**src/rtl/lpm_pkg.sv**
```systemverilog
package lpm_pkg;
  localparam int unsigned MODE_W = 3;

  typedef enum logic [MODE_W-1:0] {
    LPM_RUN      = 3'd0,
    LPM_WAIT     = 3'd1,
    LPM_STOP_PLL = 3'd2,
    LPM_STOP_OSC = 3'd3,
    LPM_EXIT     = 3'd4
  } lpm_state_e;
endpackage

```
**src/rtl/lpm_rst_sync.sv**
```systemverilog
module lpm_rst_sync #(
  parameter int unsigned STAGES = 2
) (
  input  logic clk,
  input  logic rst_n,
  output logic rst_sync_n
);
  logic [STAGES-1:0] sync_q;

  always_ff @(posedge clk or negedge rst_n) begin
    if (!rst_n) sync_q <= '0;
    else        sync_q <= {sync_q[STAGES-2:0], 1'b1};
  end

  assign rst_sync_n = sync_q[STAGES-1];
endmodule

```
**src/rtl/lpm_fsm.sv**
```systemverilog
module lpm_fsm
  import lpm_pkg::*;
(
  input  logic       clk,
  input  logic       rst_n,
  input  logic       stop_req,
  input  logic       wait_req,
  input  logic       wake,
  output lpm_state_e state_o,
  output logic       enter_stop_o
);
  lpm_state_e state_q, state_d;

  always_comb begin
    state_d = state_q;
    unique case (state_q)
      LPM_RUN: begin
        if (stop_req)      state_d = LPM_STOP_PLL;
        else if (wait_req) state_d = LPM_WAIT;
      end
      LPM_WAIT:     if (wake) state_d = LPM_EXIT;
      LPM_STOP_PLL: state_d = wake ? LPM_EXIT : LPM_STOP_OSC;
      LPM_STOP_OSC: if (wake) state_d = LPM_EXIT;
      LPM_EXIT:     state_d = LPM_RUN;
      default:      state_d = LPM_RUN;
    endcase
  end

  always_ff @(posedge clk or negedge rst_n) begin
    if (!rst_n) state_q <= LPM_RUN;
    else        state_q <= state_d;
  end

  assign state_o      = state_q;
  assign enter_stop_o = (state_q == LPM_RUN) && stop_req;

  assert_stop_priority_R2: assert property (@(posedge clk) disable iff (!rst_n)
    (state_q == LPM_RUN && stop_req && wait_req) |=> (state_q == LPM_STOP_PLL));

  assert_exit_returns_R9: assert property (@(posedge clk) disable iff (!rst_n)
    (state_q == LPM_EXIT) |=> (state_q == LPM_RUN));

  assert_stop_advance_R10: assert property (@(posedge clk) disable iff (!rst_n)
    (state_q == LPM_STOP_PLL && !wake) |=> (state_q == LPM_STOP_OSC));

  assert_wake_exit_R8: assert property (@(posedge clk) disable iff (!rst_n)
    (state_q != LPM_RUN && state_q != LPM_EXIT && wake) |=> (state_q == LPM_EXIT));
endmodule

```
**src/rtl/lpm_pll_ctl.sv**
```systemverilog
module lpm_pll_ctl (
  input  logic clk,
  input  logic rst_n,
  input  logic enter_stop,
  input  logic in_run,
  input  logic fast_rec,
  input  logic pll_release,
  output logic pll_off_o,
  output logic fast_q_o
);
  logic pll_off_q, pll_off_d;
  logic fast_q, fast_d;
  logic fast_en;

  assign fast_en = enter_stop;

  always_comb begin
    pll_off_d = pll_off_q;
    if (enter_stop && !fast_rec)
      pll_off_d = 1'b1;
    else if (in_run && pll_release && !enter_stop)
      pll_off_d = 1'b0;
    fast_d = fast_en ? fast_rec : fast_q;
  end

  always_ff @(posedge clk or negedge rst_n) begin
    if (!rst_n) begin
      pll_off_q <= 1'b0;
      fast_q    <= 1'b0;
    end else begin
      pll_off_q <= pll_off_d;
      fast_q    <= fast_d;
    end
  end

  assign pll_off_o = pll_off_q;
  assign fast_q_o  = fast_q;

  assert_fast_keeps_pll_R5: assert property (@(posedge clk) disable iff (!rst_n)
    (enter_stop && fast_rec) |=> $stable(pll_off_q));
endmodule

```
**src/rtl/lpm_clk_ctl.sv**
```systemverilog
module lpm_clk_ctl
  import lpm_pkg::*;
(
  input  logic       clk,
  input  logic       rst_n,
  input  lpm_state_e state,
  input  logic       fast_q,
  input  logic       tod_sel,
  output logic       core_en_o,
  output logic       periph_en_o,
  output logic       osc_lowpwr_o
);
  logic core_en_q, core_en_d;
  logic periph_en_q, periph_en_d;
  logic in_stop;

  assign in_stop = (state == LPM_STOP_PLL) || (state == LPM_STOP_OSC);

  always_comb begin
    core_en_d   = (state == LPM_RUN) || (state == LPM_EXIT);
    periph_en_d = !in_stop;
  end

  always_ff @(posedge clk or negedge rst_n) begin
    if (!rst_n) begin
      core_en_q   <= 1'b1;
      periph_en_q <= 1'b1;
    end else begin
      core_en_q   <= core_en_d;
      periph_en_q <= periph_en_d;
    end
  end

  assign core_en_o    = core_en_q;
  assign periph_en_o  = periph_en_q;
  assign osc_lowpwr_o = (state == LPM_STOP_OSC) && !fast_q && !tod_sel;

  assert_wait_gates_core_R3: assert property (@(posedge clk) disable iff (!rst_n)
    (state == LPM_WAIT) |=> (!core_en_q && periph_en_q));

  assert_exit_restores_R8: assert property (@(posedge clk) disable iff (!rst_n)
    (state == LPM_EXIT) |=> (core_en_q && periph_en_q));
endmodule

```
**src/rtl/lpm_sequencer.sv**
```systemverilog
module lpm_sequencer
  import lpm_pkg::*;
#(
  parameter int unsigned RST_STAGES = 2
) (
  input  logic              clk,
  input  logic              rst_n,
  input  logic              stop_req,
  input  logic              wait_req,
  input  logic              wake,
  input  logic              fast_rec,
  input  logic              tod_sel,
  input  logic              pll_release,
  output logic [MODE_W-1:0] mode,
  output logic              pll_shutdown,
  output logic              pll_bypass,
  output logic              osc_lowpwr,
  output logic              core_clk_en,
  output logic              periph_clk_en
);
  logic       rst_int_n;
  lpm_state_e state;
  logic       enter_stop;
  logic       pll_off;
  logic       fast_q;

  lpm_rst_sync #(.STAGES(RST_STAGES)) u_rst_sync (
    .clk        (clk),
    .rst_n      (rst_n),
    .rst_sync_n (rst_int_n)
  );

  lpm_fsm u_fsm (
    .clk          (clk),
    .rst_n        (rst_int_n),
    .stop_req     (stop_req),
    .wait_req     (wait_req),
    .wake         (wake),
    .state_o      (state),
    .enter_stop_o (enter_stop)
  );

  lpm_pll_ctl u_pll (
    .clk         (clk),
    .rst_n       (rst_int_n),
    .enter_stop  (enter_stop),
    .in_run      (state == LPM_RUN),
    .fast_rec    (fast_rec),
    .pll_release (pll_release),
    .pll_off_o   (pll_off),
    .fast_q_o    (fast_q)
  );

  lpm_clk_ctl u_clk (
    .clk          (clk),
    .rst_n        (rst_int_n),
    .state        (state),
    .fast_q       (fast_q),
    .tod_sel      (tod_sel),
    .core_en_o    (core_clk_en),
    .periph_en_o  (periph_clk_en),
    .osc_lowpwr_o (osc_lowpwr)
  );

  assign mode         = state;
  assign pll_shutdown = pll_off;
  assign pll_bypass   = pll_off;

  assert_pll_before_osc_R4: assert property (@(posedge clk) disable iff (!rst_int_n)
    osc_lowpwr |-> (pll_shutdown && pll_bypass && $past(state == LPM_STOP_PLL || state == LPM_STOP_OSC)));

  assert_tod_blocks_osc_R6: assert property (@(posedge clk) disable iff (!rst_int_n)
    tod_sel |-> !osc_lowpwr);

  assert_pll_hold_R7: assert property (@(posedge clk) disable iff (!rst_int_n)
    $fell(pll_shutdown) |-> $past(state == LPM_RUN && pll_release && !stop_req));

  assert_exit_osc_off_R8: assert property (@(posedge clk) disable iff (!rst_int_n)
    (state == LPM_EXIT) |-> !osc_lowpwr);
endmodule

```
**config.mk**
```make
export PLATFORM = sky130hd
export DESIGN_NAME = lpm_sequencer
export DESIGN_NICKNAME = d
export VERILOG_FILES = /design/src/rtl/lpm_pkg.sv /design/src/rtl/lpm_rst_sync.sv /design/src/rtl/lpm_fsm.sv /design/src/rtl/lpm_pll_ctl.sv /design/src/rtl/lpm_clk_ctl.sv /design/src/rtl/lpm_sequencer.sv
export SDC_FILE = /design/constraint.sdc
export NUM_CORES = 1
export LEC_CHECK = 0
export BUFFER_PORTS_ARGS = -buffer_cell sky130_fd_sc_hd__buf_4
export CAP_MARGIN = 10
export CELL_PAD_IN_SITES_DETAIL_PLACEMENT = 0
export CELL_PAD_IN_SITES_GLOBAL_PLACEMENT = 1
export CORE_AREA = 2 2 39 41
export DETAILED_ROUTE_END_ITERATION = 8
export DIE_AREA = 0 0 41 43
export GPL_TIMING_DRIVEN = 0
export PLACE_DENSITY = 0.77
export SLEW_MARGIN = 20
export SYNTH_ARGS = -nofsm -noshare
export SYNTH_HDL_FRONTEND = slang
export SYNTH_SLANG_ARGS = --single-unit
```
**constraint.sdc**
```tcl
create_clock -name clk -period 1 [get_ports clk]
set_clock_uncertainty 0.05 [all_clocks]
set_input_delay 0.15 -clock clk [delete_from_list [all_inputs] [get_ports clk]]
set_output_delay 0.15 -clock clk [all_outputs]
set_load 0.02 [all_outputs]
```
# Yosys cells after proc, flatten, opt, wreduce, memory -nomap -nowiden
# Index checks and enable logic that the tools add are counted.
# totals
in_bits	8
reg_bits	9
out_inout_bits	8
# op_classes
reduce_logical	17
n_eq_ne	6
muxes	7
# ops
operator	count
two-way mux 3 bit	4
case mux 3 bit (3 select lines)	1
== test 3 x 2 -> 1 bit, second input constant	2
logical AND 1 bit	6
logical NOT 1 bit	5
== test 3 x 1 -> 1 bit, second input constant	1
== test 3 bit, second input constant	1
logical NOT 3 bit	1
inequality test 3 bit, second input constant	1
logical OR 1 bit	2
two-way mux 1 bit	2
inequality test 2 x 1 -> 1 bit, second input constant	1
AND reduction 2 bit	1
nonzero test 2 bit	1
OR reduction 2 bit	1

# Logic depth before layout (Yosys ltp)
# Gate-level depths: netlist (run 1).
# logic_depth
word_depth	6
mapped_depth	2

# Hierarchy
# Synthesis (run 1) repeated with hierarchy kept, for this count alone.
# unflattened
hier_cells	28
area_unflattened_um2	386.6
# by_module_without_submodules
module	area_per_inst_um2	n_inst	cells_each
lpm_fsm	137.6	1	12
lpm_clk_ctl	93.8	1	5
lpm_pll_ctl	83.8	1	6
lpm_rst_sync	53.8	1	3
lpm_sequencer	17.5	1	2

# Least setup slack after synthesis (run 1)
# No wires, ideal clock.
# synth_timing
path_kind	register -> output
from	reg u_fsm.state_q[1] (netlist: u_fsm.state_o[1])
to	out osc_lowpwr
arrival_time_ns	1.537
stages_incl_launch_ff	3
required_time_ns	0.800
slack_ns	-0.737
n_path_buf	0
path_cell_list	dfrtp_1 or2b_1 nor4b_1
# synth_between
elab_chain_cells	3
# synth_rtl
item	line_no	text
start: declaration	lpm_fsm.sv:12	lpm_state_e state_q, state_d;
start signal: assignment	lpm_fsm.sv:31	else state_q <= state_d;
== test 3 x 2 -> 1 bit	lpm_clk_ctl.sv:36	assign osc_lowpwr_o = (state == LPM_STOP_OSC) && !fast_q && !tod_sel;
logical AND 1 bit (2 in a row)	lpm_clk_ctl.sv:36	
end: declaration	lpm_sequencer.sv:17	output logic osc_lowpwr,
# No other way between the ends.

# Final worst setup path (run 1)
# layout_timing
from	reg u_fsm.state_q[2] (netlist: u_fsm.state_o[2])
to	out osc_lowpwr
# The elaborated chain is that of the path after synthesis.

==> results of run 1 <==
[through the flow]
step                util [%]  hold WS (ns)
global route           52.26       0.08481
detailed placement     37.70       -0.1153
floorplan                  -       -0.1956
global placement       37.70       -0.1166
CTS                    49.55       0.07881
finish                 52.26       0.06805
[registers in the layout, summed over array words and instances, names as in the netlist]
register	cells
u_clk.periph_en_o	1
u_fsm.state_o	3
u_pll.fast_q_o	1
u_rst_sync.sync_q	2
u_pll.pll_off_o	1
u_clk.core_en_o	1
[metal layers]
layer,routed length [um],global-route usage (%),part of all wire (%),vias to the layer above
li1,-,-,-,160
met1,399,16.05,39,176
met2,568,18.13,56,11
met3,45,6.283,4.4,0
met4,0,6.000,0,0
met5,0,0,0,-
[report_power, final]
| part | switching, uW | internal (uW) | total, uW |
|---|---|---|---|
| combinational | 567 | 800 | 1370 |
| clock | 127 | 154 | 281 |
| sequential | 153 | 539 | 693 |
[cell usage after synthesis]
library cell  number
dfrtp_1            7
a21oi_1            2
dfstp_2            2
nor2_1             2
nor4b_1            2
or2b_1             2
a221oi_2           1
buf_4              1
conb_1             1
inv_1              1
mux2_2             1
nor2b_1            1
nor3_1             1
nor3b_1            1
o21bai_1           1
or3b_2             1
or4_1              1
or4b_1             1
[worst max path at each step]
stage | cells past startpoint | slack, ns | end | startpoint
floorplan | 2 | -0.34 | u_pll.pll_off_o | u_fsm.state_o[1]
detailed placement | 2 | -0.36 | u_pll.pll_off_o | u_fsm.state_o[1]
finish | 3 | -0.50 | osc_lowpwr | u_fsm.state_o[2]
CTS | 3 | -0.51 | osc_lowpwr | u_fsm.state_o[2]
global route | 3 | -0.55 | osc_lowpwr | u_fsm.state_o[2]
global placement | 2 | -0.34 | u_pll.fast_q_o | u_fsm.state_o[0]
[cell families (layout without fill, tap and decap cells)]
| family | after synthesis | count (layout) | synth area share, % |
|---|---|---|---|
| buffers and inverters | 2 | 31 | 3.030 |
| muxes | 1 | 1 | 3.030 |
| other | 1 | 1 | 1.009 |
| DFF | 9 | 9 | 61.28 |
| AOI/OAI and AO/OA | 4 | 4 | 8.754 |
| and+or+nand+nor | 12 | 12 | 22.90 |
[what timing repair did]
item,in CTS,in global routing
hold endpoints to repair,2,0
endpoints found under the setup margin,12,14
gates resized for setup,19,7
hold buffers,1,0
cloned,0,0
pin swaps,3,4
setup buffers,7,3
[layout make-up]
class	instances	area (um^2)	share of cell area (%)
inverter	1	3.754	0.5190
buffer	1	11.26	1.557
multi-input combinational	18	191.4	26.47
clock buffer	4	26.28	3.633
timing repair buffer	25	239.0	33.04
tap	16	20.02	2.768
sequential	9	231.5	32.01
==> results.txt, run 1 <==
Startpoint class of the critical path: register
TNS Setup: -3.107 ns
Final WL: 1.013 mm
RSZ-0062 raised after global routing: yes
DIE HEIGHT: 43 um
Layout cells sized above 1: 74.14%
Worst path cell trace: or2b_1 > nor4b_4 > buf_4
Final Hold Fails: 0
Synth warnings: 0
Placed Area: 521.8 um^2
Largest area contributor in the netlist: dfrtp_1
Vias post-DR: 347
CP top delay family: simple AND/OR/NAND/NOR gates
Max Cap Viol: 0
RD Place Congestion: 0.6181
FF-to-FF path depth: 4
Post-synth top area share: 47.14%
N_diodes: 0
Place WS: -0.3636 ns
Largest net degree at the start of global routing: 8
Cell variety after synth: 18
CTS clk-pin slew, worst paths: 0.07 ns
Die footprint: 1763 um^2
Syn_nets: 37
GRT Util Overall: 12.91%
RR Startpoint: u_fsm.state_o[1]
Most frequent cells in the layout: buf_6, buf_4, dfrtp_1, clkbuf_4, dfrtp_2
Yosys reg bits: 9
Core Area: 1384 um^2
First-pass DRT Iterations: 1
DP Wirelength: 567.6 um
Avg Cell Area, Syn: 12.81 um^2
CP Class: register to output pin
Peak VDD IR: 1082 uV
IO Pins: 16
Initial core utilization: 26.85%
First-pass GRT wire length: 1.455 mm
Syn Std Cell Area: 371.6 um^2
Worst setup margin: -0.5042 ns
Final Max Tran Viols: 0
Status: complete, but fails checks
TritonCTS clock tree: done
CTS Buffer Depth: 2
Vias in the first global route: 337
Remaining antenna violation count: 0
Fin crit period: 1.504 ns
Clock sink count: 9
Total CTS buffers: 3
Worst path max stage delay: 0.40 ns
Sequential area share after synthesis: 61.28%
CP Max Fanout: 2
Total power: 2340 uW
Worst r2r dst: u_fsm.state_o[0]
Finished Layout Cells: 74
Endpoint type of the worst setup path: output pin
Syn Inst Count: 29
Clk_lat worst skew: 0.26 ns
P&R area growth vs syn: 94.61%
Final worst-path cycle share: 150.4%
Drt drc: 0
H-tree depth: 1
GR Overflow Total: 0
Failing checks: setup timing
Placed cells: 60
R2R setup slack: -0.47 ns
Cell Pwr Density: 3236 nW/um^2
WP buf/inv: 1
Fin area: 723.2 um^2
# setup viols final: 13
CP max-delay cell: dfrtp_2
Worst EP required: 0.80 ns
Initial DRC Count: 0
Chip width: 41 um
Leakage: 0.0003281 uW
Commonest non-fill, non-tap cell in the layout: buf_6
Wirelength per Cell: 13.69 um
Crit path DAT: 1.30 ns
IO Port Bufs: 15
Initial antenna violation count: 0
Final #Nets: 67
Clock root buffer: clkbuf_4
Synth top area cells: dfrtp_1, dfstp_2, nor4b_1
Via-to-Cell Ratio: 4.689
# rows: 14
FILL cells: 135
Max Clk Rate: 0.6648 GHz
Type of the worst min-delay path: register to async pin
(Power assumes the default switching activity.)
==> run 2: changes to the inputs <==
ABC_AREA = 1   (was unset)
CORE_AREA = unset   (was 2 2 39 41)
CORE_UTILIZATION = 28   (was unset)
DIE_AREA = unset   (was 0 0 41 43)
GPL_ROUTABILITY_DRIVEN = 0   (was unset)
PLACE_DENSITY = 0.79   (was 0.77)
==> run 2 against run 1 <==
  * The run still ends with setup timing left
  * Die area is 14% lower
  * Global-route usage is 1.8 points higher
  * Critical path type unchanged
  * Routed wire length decreased by 17%
==> results.txt, run 2 <==
Synth top area cells: dfrtp_1, dfstp_2, nand4_1
DP Wirelength: 564.6 um
CP Class: register to output pin
Syn_nets: 46
Commonest cells post-synth: dfrtp_1, nand2_1, inv_1
Share of flip-flops with an asynchronous set or reset: 100.0%
Final #Nets: 75
Cell variety after synth: 17
GRT Util Overall: 14.75%
Core Area: 1186 um^2
TritonCTS clock tree: done
Worst path cell trace: nor4_4 > buf_4
Remaining antenna violation count: 0
Failing checks: setup timing
Status: complete, but fails checks
Clk_lat worst skew: 0.26 ns
Vias in the first global route: 308
Cell Pwr Density: 3137 nW/um^2
CTS Buffer Depth: 2
Placed cells: 67
Count leader, synth: dfrtp_1
N_diodes: 0
DIE HEIGHT: 38.98 um
Clock root buffer: clkbuf_4
IO Port Bufs: 15
Layout cells sized above 1: 60.61%
Placed Area: 524.3 um^2
Max Cap Viol: 0
Finished Layout Cells: 80
Peak VDD IR: 1484 uV
Most frequent cells in the layout: buf_4, buf_6, inv_1, nand2_1, dfrtp_1
IO Pins: 16
Endpoint type of the worst setup path: output pin
First-pass GRT wire length: 1.345 mm
CP top delay family: flip-flops
Final Max Tran Viols: 0
Total CTS buffers: 3
Initial DRC Count: 2
Fin area: 675.6 um^2
CP Max Fanout: 2
Sequential area share after synthesis: 59.48%
First-pass DRT Iterations: 3
Syn Std Cell Area: 382.9 um^2
Via-to-Cell Ratio: 4.425
Worst EP required: 0.80 ns
WP buf/inv: 1
Post-synth top area share: 45.75%
Max reg flops: 3
Chip width: 38.98 um
GR Overflow Total: 0
Commonest non-fill, non-tap cell in the layout: buf_4
H-tree depth: 1
Worst path max stage delay: 0.41 ns
Initial antenna violation count: 0
Final worst-path cycle share: 129.2%
CTS clk-pin slew, worst paths: 0.06 ns
Drt drc: 0
Avg Cell Area, Syn: 10.08 um^2
Final Hold Fails: 0
P&R area growth vs syn: 76.47%
Wirelength per Cell: 10.56 um
Type of the worst min-delay path: register to async pin
EDFF count, synth: 0
RSZ-0062 raised after global routing: yes
Initial core utilization: 32.28%
Leakage: 0.0003388 uW
Max Clk Rate: 0.7738 GHz
Final WL: 845 um
Post-synth top flop: dfrtp_1
Die footprint: 1519 um^2
Largest net degree at the start of global routing: 9
Startpoint class of the critical path: register
# setup viols final: 13
Largest area contributor in the netlist: dfrtp_1
Clock sink count: 9
CP max-delay cell: dfrtp_1
Syn Inst Count: 38
Synth warnings: 0
Fin crit period: 1.292 ns
Worst setup margin: -0.2923 ns
Place WS: -0.1677 ns
Yosys reg bits: 9
Crit path DAT: 1.09 ns
Vias post-DR: 354
# rows: 12
==> run 2: cells by family (layout without fill, tap and decap cells) <==
| kind of cell | count (synthesis) | count (layout) | share of synthesized area (%) |
|---|---|---|---|
| DFF | 9 | 9 | 59.48 |
| AOI/OAI and AO/OA | 2 | 2 | 2.612 |
| and+or+nand+nor | 19 | 19 | 29.08 |
| other | 1 | 1 | 0.9795 |
| buffers and inverters | 7 | 35 | 7.843 |
==> run 2: power by group <==
part | leakage [uW] | switching, uW | internal [uW]
registers | 0.000104 | 105 | 531
clock network | 0.0000177 | 135 | 148
logic | 0.000217 | 566 | 635
==> run 2: routing by layer <==
layer,vias up,wire [um],GRT usage [%]
met5,-,0,0
met4,0,8,10.34
met3,2,29,6.936
met2,9,414,20.83
met1,162,392,17.27
li1,181,-,-
==> run 2: area by class of cell <==
cell class,count,area [um^2]
sequential,9,230.2
clock buffer,3,22.52
fill,117,510.5
multi-input combinational,22,146.4
inverter,6,22.52
timing repair buffer,24,220.2
tap,14,17.52
clock inverter,1,5.005
buffer,1,11.26
==> run 2: per-stage QoR <==
| step | power [uW] | hold WS [ns] | setup TNS (ns) | util [%] |
|---|---|---|---|---|
| 2_1_floorplan | 1125 | -0.1956 | -0.2050 | - |
| 3_3_place_gp | 1412 | -0.1167 | -0.2350 | 44.20 |
| 3_5_place_dp | 1426 | -0.1165 | -0.2417 | 44.20 |
| 4_1_cts | 2067 | 0.08201 | -1.477 | 55.17 |
| 5_1_grt | 2259 | 0.08928 | -1.965 | 56.96 |
| 6_report | 2119 | 0.07006 | -1.328 | 56.96 |
==> run 2: worst paths after layout <==
check,start,end,slack [ns],depth (start not counted)
worst min register to register,u_rst_sync.sync_q[1],u_pll.fast_q_o,0.07,0
worst max-delay path,u_pll.fast_q_o,osc_lowpwr,-0.29,2
max in group asynchronous,u_rst_sync.sync_q[1],u_clk.periph_en_o,0.55,0
worst max register to register,u_fsm.state_o[1],u_pll.fast_q_o,-0.12,5
min in group clk,fast_rec,u_pll.fast_q_o,0.11,3
worst min-delay path,u_rst_sync.sync_q[1],u_pll.fast_q_o,0.07,0
==> run 2: timing repair <==
item                                    CTS  global route
endpoints found under the setup margin   11            14
gates cloned                              0             0
hold buffers                              1             0
resized for setup                        11             4
pin swaps                                 3             3
buffers inserted                          7             2
endpoints found under the hold margin     2             0
==> run 3: changes to the inputs <==
RECOVER_POWER = 50   (was unset)
==> run 3 against run 2 <==
  * The run still ends with setup timing left
  * Clock-buffer cell count unchanged
  * Global-route usage unchanged
  * Sequential power about the same
  * Core utilization down 0.32 points
  * Routed wire length is the same
  * Via count unchanged
  * Maximum frequency about the same
  * Final area shrank 0.56%
  * Non-clock buffer count did not move
  * Die area did not move
  * Critical path type unchanged
  * Critical endpoint unchanged
==> results.txt, run 3 (synthesis gave the netlist of run 2 again) <==
Status: complete, but fails checks
Failing checks: setup timing
GR Overflow Total: 0
Fin area: 671.9 um^2
Worst path max stage delay: 0.41 ns
Worst EP required: 0.80 ns
Finished Layout Cells: 80
H-tree depth: 1
Max Cap Viol: 0
Die footprint: 1519 um^2
Crit path DAT: 1.09 ns
Worst setup margin: -0.2924 ns
Clock root buffer: clkbuf_4
Cell Pwr Density: 3152 nW/um^2
Layout cells sized above 1: 59.09%
Drt drc: 0
Initial DRC Count: 2
Initial antenna violation count: 0
First-pass GRT wire length: 1.345 mm
IO Pins: 16
Final worst-path cycle share: 129.2%
CP Max Fanout: 2
# rows: 12
Placed Area: 524.3 um^2
Final #Nets: 75
Max Clk Rate: 0.7738 GHz
Final Hold Fails: 0
Peak VDD IR: 1484 uV
Clock sink count: 9
FF+latch area: 230.2 um^2
Commonest non-fill, non-tap cell in the layout: buf_4
TritonCTS clock tree: done
DP Wirelength: 564.6 um
Vias post-DR: 354
Initial core utilization: 32.28%
Most frequent cells in the layout: buf_4, buf_6, inv_1, nand2_1, dfrtp_1
CTS clk-pin slew, worst paths: 0.06 ns
Final Max Tran Viols: 0
Largest net degree at the start of global routing: 9
CP max-delay cell: dfrtp_1
Type of the worst min-delay path: register to async pin
Clk_lat worst skew: 0.26 ns
N_diodes: 0
Total CTS buffers: 3
IO Port Bufs: 15
Endpoint type of the worst setup path: output pin
GRT Util Overall: 14.75%
Remaining antenna violation count: 0
Total power: 2118 uW
Wirelength per Cell: 10.56 um
Via-to-Cell Ratio: 4.425
Area taken by multi-input logic gates: 146.4 um^2
Fin crit period: 1.292 ns
Worst path cell trace: nor4_4 > buf_4
P&R area growth vs syn: 75.49%
Max reg flops: 3
Chip width: 38.98 um
Final WL: 845 um
FILL cells: 119
Vias in the first global route: 308
RSZ-0062 raised after global routing: yes
Post-route core utilization: 56.65%
Leakage: 0.0003352 uW
CP Class: register to output pin
TNS Setup: -1.328 ns
Placed cells: 67
Core Area: 1186 um^2
CTS Buffer Depth: 2
# setup viols final: 13
First-pass DRT Iterations: 3
Startpoint class of the critical path: register
DIE HEIGHT: 38.98 um
-- run 3: changes by cell type in the layout (fill, tap and decap cells not counted) --
| cell | previous run | this run |
|---|---|---|
| clkbuf_1 | 0 | 1 |
| buf_4 | 13 | 12 |
-- run 3: cell type report --
| class | count | area share (%) |
|---|---|---|
| Timing Repair Buffer | 24 | 32.22 |
| Multi-Input combinational cell | 22 | 21.79 |
| Clock buffer | 3 | 3.352 |
| Clock inverter | 1 | 0.7449 |
| Buffer | 1 | 1.676 |
| Inverter | 6 | 3.352 |
| Tap cell | 14 | 2.607 |
| Sequential cell | 9 | 34.26 |
-- run 3: path summary, 6_finish.rpt --
| path | start | to | slack (ns) | cells after the start |
|---|---|---|---|---|
| setup / recovery | u_pll.fast_q_o | osc_lowpwr | -0.29 | 2 |
| hold / removal | u_rst_sync.sync_q[1] | u_pll.fast_q_o | 0.07 | 0 |
| setup reg to reg | u_fsm.state_o[1] | u_pll.fast_q_o | -0.12 | 5 |
| hold reg to reg | u_rst_sync.sync_q[1] | u_pll.fast_q_o | 0.07 | 0 |
| max in group asynchronous | u_rst_sync.sync_q[1] | u_clk.periph_en_o | 0.55 | 0 |
| min in group clk | fast_rec | u_pll.fast_q_o | 0.11 | 3 |
-- run 3: worst max-delay path, delay by kind of cell, from the launching register on --
family                 cells  cell delay (ns)
and+or+nand+nor            1             0.24
DFF                        1             0.41
buffers and inverters      1             0.17
-- run 3: per-stage QoR --
| step | setup slack [ns] | hold slack (ns) |
|---|---|---|
| 2_1_floorplan | -0.1843 | -0.1956 |
| 3_3_place_gp | -0.1684 | -0.1167 |
| 3_5_place_dp | -0.1677 | -0.1165 |
| 4_1_cts | -0.3113 | 0.08201 |
| 5_1_grt | -0.3922 | 0.08928 |
| 6_report | -0.2924 | 0.07006 |
-- run 3: report_power, final --
group / total (uW) / switching, uW / internal (uW)
sequential: 635 / 105 / 531
clock: 283 / 135 / 148
combinational: 1200 / 565 / 633
-- run 3: repair_timing --
action,in CTS,in global routing
endpoints found under the setup margin,11,14
pin swaps,3,3
buffers inserted,7,2
hold buffers,1,0
endpoints found under the hold margin,2,0
resized for setup,11,4
-- run 3: per-layer routing --
layer  global-route usage, %  vias up  routed length, um
li1                        -      181                  -
met1                   17.27      162                392
met2                   20.83        9                414
met3                   6.936        2                 30
met4                   10.34        0                  8
met5                       0        -                  0
